$ cat src/rtl/pd_seq_pkg.sv
package pd_seq_pkg;
  typedef enum logic [1:0] {
    PD_RUN   = 2'd0,
    PD_DRAIN = 2'd1,
    PD_SLEEP = 2'd2,
    PD_WAKE  = 2'd3
  } pd_state_e;
endpackage

$ cat src/rtl/pd_fall_det.sv
module pd_fall_det #(
  parameter logic RESET_VAL = 1'b1
) (
  input  logic clk_i,
  input  logic rst_ni,
  input  logic lvl_i,
  output logic fall_o
);
  logic lvl_q;

  always_ff @(posedge clk_i or negedge rst_ni) begin
    if (!rst_ni) lvl_q <= RESET_VAL;
    else         lvl_q <= lvl_i;
  end

  // needs a sampled 1 before each counted 0
  assign fall_o = lvl_q & ~lvl_i;
endmodule

$ cat src/rtl/pd_seq_fsm.sv
module pd_seq_fsm
  import pd_seq_pkg::*;
(
  input  logic      clk_i,
  input  logic      rst_ni,
  input  logic      fall_i,
  input  logic      pipe_empty_i,
  input  logic      irq_i,
  input  logic      svc_req_i,
  input  logic      svc_done_i,
  output pd_state_e state_o
);
  pd_state_e state_q, state_d;

  always_comb begin
    state_d = state_q;
    unique case (state_q)
      PD_RUN:   if (fall_i && !irq_i) state_d = PD_DRAIN;
      PD_DRAIN: begin
        if (irq_i)             state_d = PD_RUN;
        else if (pipe_empty_i) state_d = PD_SLEEP;
      end
      PD_SLEEP: begin
        if (irq_i)          state_d = PD_RUN;
        else if (svc_req_i) state_d = PD_WAKE;
      end
      PD_WAKE: begin
        if (irq_i)           state_d = PD_RUN;
        else if (svc_done_i) state_d = PD_SLEEP;
      end
      default: state_d = PD_RUN;
    endcase
  end

  always_ff @(posedge clk_i or negedge rst_ni) begin
    if (!rst_ni) state_q <= PD_RUN;
    else         state_q <= state_d;
  end

  assign state_o = state_q;
endmodule

$ cat src/rtl/pd_clk_en_gen.sv
module pd_clk_en_gen
  import pd_seq_pkg::*;
#(
  parameter int N_CORE_DOM = 4,
  parameter int N_AON_DOM  = 4
) (
  input  pd_state_e              state_i,
  output logic [N_CORE_DOM-1:0]  core_en_o,
  output logic [N_AON_DOM-1:0]   aon_en_o,
  output logic                   pd_o
);
  logic core_run;

  assign core_run = (state_i != PD_SLEEP);

  for (genvar g = 0; g < N_CORE_DOM; g++) begin : g_core
    assign core_en_o[g] = core_run;
  end

  for (genvar g = 0; g < N_AON_DOM; g++) begin : g_aon
    assign aon_en_o[g] = 1'b1;
  end

  assign pd_o = (state_i == PD_SLEEP);
endmodule

$ cat src/rtl/pwr_down_seq.sv
module pwr_down_seq
  import pd_seq_pkg::*;
#(
  parameter int N_CORE_DOM = 4,
  parameter int N_AON_DOM  = 4
) (
  input  logic                  clk_i,
  input  logic                  rst_ni,
  input  logic                  pd_ctrl_i,
  input  logic                  pipe_empty_i,
  input  logic                  irq_i,
  input  logic                  refresh_req_i,
  input  logic                  arb_req_i,
  input  logic                  svc_done_i,
  output logic [N_CORE_DOM-1:0] core_clk_en_o,
  output logic [N_AON_DOM-1:0]  aon_clk_en_o,
  output logic                  pd_state_o
);
  logic      ctrl_fall;
  logic      svc_req;
  pd_state_e state;

  assign svc_req = refresh_req_i | arb_req_i;

  pd_fall_det #(.RESET_VAL(1'b1)) u_fall (
    .clk_i  (clk_i),
    .rst_ni (rst_ni),
    .lvl_i  (pd_ctrl_i),
    .fall_o (ctrl_fall)
  );

  pd_seq_fsm u_fsm (
    .clk_i        (clk_i),
    .rst_ni       (rst_ni),
    .fall_i       (ctrl_fall),
    .pipe_empty_i (pipe_empty_i),
    .irq_i        (irq_i),
    .svc_req_i    (svc_req),
    .svc_done_i   (svc_done_i),
    .state_o      (state)
  );

  pd_clk_en_gen #(
    .N_CORE_DOM (N_CORE_DOM),
    .N_AON_DOM  (N_AON_DOM)
  ) u_en (
    .state_i   (state),
    .core_en_o (core_clk_en_o),
    .aon_en_o  (aon_clk_en_o),
    .pd_o      (pd_state_o)
  );
endmodule

$ cat config.mk
export PLATFORM = sky130hd
export DESIGN_NAME = pwr_down_seq
export DESIGN_NICKNAME = d
export VERILOG_FILES = /design/src/rtl/pd_seq_pkg.sv /design/src/rtl/pd_fall_det.sv /design/src/rtl/pd_seq_fsm.sv /design/src/rtl/pd_clk_en_gen.sv /design/src/rtl/pwr_down_seq.sv
export SDC_FILE = /design/constraint.sdc
export NUM_CORES = 1
export LEC_CHECK = 0
export ABC_CLOCK_PERIOD_IN_PS = 2400
export BUFFER_PORTS_ARGS = -buffer_cell sky130_fd_sc_hd__buf_2
export CORE_AREA = 2 2 39 41
export CTS_CLUSTER_DIAMETER = 30
export DETAILED_ROUTE_END_ITERATION = 16
export DIE_AREA = 0 0 41 43
export PLACE_DENSITY_LB_ADDON = 0.15
export SLEW_MARGIN = 20
export SYNTH_ARGS = -nofsm -noshare
export SYNTH_HDL_FRONTEND = slang
export SYNTH_SLANG_ARGS = --single-unit
$ cat constraint.sdc
create_clock -name clk_i -period 2.4 [get_ports clk_i]
set_clock_uncertainty 0.05 [all_clocks]
set_input_delay 0.12 -clock clk_i [delete_from_list [all_inputs] [get_ports clk_i]]
set_output_delay 0.12 -clock clk_i [all_outputs]
set_load 0.01 [all_outputs]
# Word-level counts from Yosys, hierarchy flattened
# Index checks and enable logic that the tools add are counted.
classes:
  mux: 8
  eq_ne: 8
  reduce_logical: 4
  bitwise: 3
op_table:
  columns: ["operator", "count"]
  rows:
  - ["2-bit two-way mux", 7]
  - ["2-bit one-hot mux with 4 select lines", 1]
  - ["3-bit != test (second input constant)", 2]
  - ["2-bit equality test (second input constant)", 2]
  - ["4-bit AND reduction", 1]
  - ["3-bit by 2-bit != test with 1-bit output (second input constant)", 1]
  - ["2-bit by 1-bit equality test with 1-bit output (second input constant)", 1]
  - ["2-bit logical NOT", 1]
  - ["2-bit by 1-bit != test with 1-bit output (second input constant)", 1]
  - ["2-bit != test (second input constant)", 1]
  - ["1-bit AND", 1]
  - ["1-bit logical AND", 1]
  - ["1-bit logical NOT", 1]
  - ["1-bit inverter", 1]
  - ["1-bit OR", 1]
totals:
  output_inout_bits: 9
  in_bits: 8
  regBits: 3
  word_cells: 25

# Longest topological paths before layout
depth:
  ltp_word: 5
  mapped_depth: 3
  ltp_nobuf: 3

# Hierarchy
# From an unflattened synthesis, not the netlist that was laid out.
hier_totals:
  hier_cells: 23
  area_unflattened_um2: 221.5
modules_own_cells:
  columns: ["mod", "instances", "seq_area_each_um2", "cells_each", "area_each_um2"]
  rows:
  - ["pd_seq_fsm", 1, 50.0, 9, 98.8]
  - ["pd_clk_en_gen", 1, 0.0, 11, 76.3]
  - ["pd_fall_det", 1, 26.3, 2, 40.0]
  - ["pwr_down_seq", 1, 0.0, 1, 6.3]

# Least setup slack after synthesis
# OpenSTA, ideal clock, no wires.
synth_path:
  path_type: "reg2reg"
  from: "reg u_fsm.state_q[1] (netlist: u_fsm.state_o[1])"
  to: "reg u_fsm.state_q[0] (netlist: u_fsm.state_o[0])"
  t_arrival_ns: 0.889
  setup_slack_ns: 1.374
  t_required_ns: 2.263
  stages_incl_launch_ff: 3
  setup_time_ns: 0.087
  path_cell_list: "dfrtp_1 -> mux2_4 -> a211oi_2"
synth_via:
  elab_chain_len: 3
  word_cells_on_any_way: 10
  cone_classes: "eq/ne: 7; mux: 1; reduce/logical: 2"
synth_lines:
  columns: ["item", "line_no", "source"]
  rows:
  - ["from (decl)", "pd_seq_fsm.sv:13", "pd_state_e state_q, state_d;"]
  - ["from (signal assigned)", "pd_seq_fsm.sv:37", "else state_q <= state_d;"]
  - ["2-bit equality test, or another cell as far along", "pd_seq_fsm.sv:17", "unique case (state_q)"]
  - ["3-bit by 2-bit != test with 1-bit output (no source line), or another cell as far along", null, null]
  - ["4-bit AND reduction (no source line)", null, null]
# Parallel ways exist; a longest one is shown, timed or not.
# A chain may end at the register's enable or synchronous reset.

# Worst setup path after layout
layout_path:
  from: "reg u_fsm.state_q[1] (netlist: u_fsm.state_o[1])"
  to: "out pd_state_o"
layout_via:
  elab_chain_len: 1
layout_lines:
  columns: ["item", "line_no", "source"]
  rows:
  - ["2-bit equality test", "pd_clk_en_gen.sv:24", "assign pd_o = (state_i == PD_SLEEP);"]
  - ["to (decl)", "pwr_down_seq.sv:17", "output logic pd_state_o"]
# Every way passes these cells.

==> key figures <==
Status
  • Outcome: finished clean

Power
  • Leak: 0.146 nW
  • Peak supply drop: 228 uV
  • Pwr Total: about 0.18 mW
  • Pwr Density: 633 nW/um^2

Synth
  • Yosys cell types: 12
  • Mapped Cells: 21
  • Synth Register Bits: 3
  • Syn_area_per_cell: 9.83 um^2
  • Post-synthesis sequential area ratio: 37.0%
  • Syn. warnings: 0
  • Post-Syn Area: 206 um^2

STA
  • Crit share post-route: 53.0%
  • Post-layout minimum cycle time: roughly 1.3 ns
  • Fmax: 0.786 GHz
  • Final Hold Viols: 0
  • Setup TNS: 0 ns
  • Final WS setup: around 1.1 ns
  • RSZ-0062 raised after global routing: false
  • Final Max Slew Viols: 0
  • Final setup violation count: 0

Min path
  • HP Class: input port to flip-flop
  • Min-delay src: irq_i

Global routing
  • First-pass GRT wire length: approximately 650 um
  • Initial antenna violation count: 0
  • Vias in the first global route: around 160
  • Total GRT Usage: slightly above 6%
  • GRT overflow: 0
  • Largest net degree at the start of global routing: 6

Route
  • Vias per inst: 3.36
  • Met1 wire length: 174 um
  • Post-Route WL: approximately 380 um
  • Routed wire per std cell: 7.62 um
  • DRT Pass-1 Iters: 2
  • Iter 0 DRT Violations: 4
  • Vias: about 170
  • Uppermost layer routed: met3
  • DRC: 0
  • Met2 WL: 122 um
  • Final ANT Viol Nets: 0
  • Met3 WL: between 80 and 90 um

Critical path
  • CP Launch Point: u_fsm.state_o[1]
  • Buffers & Inverters on Critical Path: 2
  • Crit path cell chain: or2b_1 > inv_1 > buf_2
  • CP required: about 2.2 ns
  • Critical Path AT: 1.10 ns
  • Flop2flop setup slack: approximately 1.3 ns
  • Delay-heaviest family, CP: flip-flops
  • Critical path class: flip-flop to output port
  • CP startpoint kind: flip-flop
  • WP depth: 3
  • Slowest cell delay on critical path: 0.40 ns
  • Slowest-stage cell, CP: dfrtp_1
  • Reg2Reg Launch Point: u_fsm.state_o[1]
  • Depth of the worst register-to-register path: 2
  • Worst Setup EP: pd_state_o
  • FF-to-FF End: u_fsm.state_o[0]
  • Crit-path max FO: 5
  • Crit path capture type: output port

CTS
  • H-tree levels: 1
  • Setup repair bufs after CTS: 0
  • CTS tree: done
  • TritonCTS Sinks: 3
  • CTS buffer count: 3
  • Worst skew pair latency: 0.23 ns
  • CTS Root Buffer Type: clkbuf_4
  • Reg clk slew, reported paths: 0.04 ns
  • Worst-case clock buffer depth: 2

Placement
  • DP Worst Slack: ~1.3 ns
  • Placed Area: 238 um^2
  • Buffers on Ports: 12
  • Placer Congestion: 0.557
  • Placed insts: 44

Die
  • Core Footprint: 1380 um^2
  • Row count: 14
  • Starting density of the core: 14.9%
  • Die X-Extent: 41 um
  • Die area: 1760 um^2
  • Die height: 43 um
  • Num ports: 17

Cells and area
  • Fin cells: 50
  • Final-layout fill cell count: 151
  • Finished Cell Area: 284 um^2
  • Final net count: 43
  • P&R area growth vs syn: 37.6%
  • Antenna cells: 0
  • Share of cells above drive strength 1: between 50 and 60%

Job
  • Max-cap violations: 0
power by group:
part           switching [mW]  total (mW)  internal (mW)
clock                  0.0265      0.0889         0.0623
sequential            0.00366      0.0589         0.0552
combinational          0.0157      0.0322         0.0164
registers in the layout, indices dropped and copies added, names as in the netlist:
| signal | flops |
|---|---|
| u_fall.lvl_q | 1 |
| u_fsm.state_o | 2 |
per-stage QoR:
step | hold slack [ns] | util, %
floorplan | -0.226 | -
global placement | -0.130 | 17.2
detailed placement | -0.131 | 17.2
CTS | 0.00103 | 20.5
global route | 0.0198 | 20.5
finish | 0.0116 | 20.5
logic make-up after synthesis:
family          count (synthesis)  synth area share, %
buf+inv                         9                 30.9
compound gates                  4                 15.8
flops                           3                 37.0
simple gates                    3                 7.28
mux                             1                 7.27
other cells                     1                 1.82
timing repair:
item / CTS / global route
endpoints found under the hold margin: 4 / 0
gates resized for setup: 0 / 0
hold buffers: 2 / 0
worst reg2reg max path: stages (launching register included):
cell,delay (ns)
dfrtp_1,0.41
mux2_4,0.31
a211oi_2,0.22
cell usage after synthesis (all sizes together):
cell    number  area share, %
dfstp        1             13
nor2         2            3.6
dfrtp        2             24
or2b         1            3.6
a21oi        1            2.4
conb         1            1.8
a211oi       2            9.7
mux2         1            7.3
inv          1            1.8
o21a         1            3.6
buf          8             29
area by class of cell:
cell class,count,area (um^2),area share [%]
inverters,1,3.75,1.32
multi-input cells,12,77.6,27.3
well taps,16,20.0,7.05
flip-flops and latches,3,76.3,26.9
clock buffers,4,26.3,9.25
repair buffers,14,80.1,28.2
how the worst min path moves through the flow:
stage,to,slack [ns],depth (start not counted)
finish,u_fsm.state_o[0],0.01,2
global route,u_fsm.state_o[0],0.02,2
CTS,u_fsm.state_o[0],0.001,2
detailed placement,u_fsm.state_o[1],-0.13,1
global placement,u_fsm.state_o[1],-0.13,1
floorplan,u_fsm.state_o[0],-0.23,0
routing by layer:
layer | GRT usage [%] | vias up
li1 | - | 81
met1 | 7.47 | 68
met2 | 6.88 | 19
met3 | 4.71 | 0
met4 | 4.00 | 0
met5 | 0 | -
cell usage in the layout, fill, tap and decap left out, drive strengths merged:
master        n
dlygate4sd3   2
o21a          1
dfstp         1
dfrtp         2
buf          12
or2b          1
inv           1
a21oi         1
conb          4
mux2          1
a211oi        2
clkbuf        4
nor2          2
(Power assumes the default switching activity.)
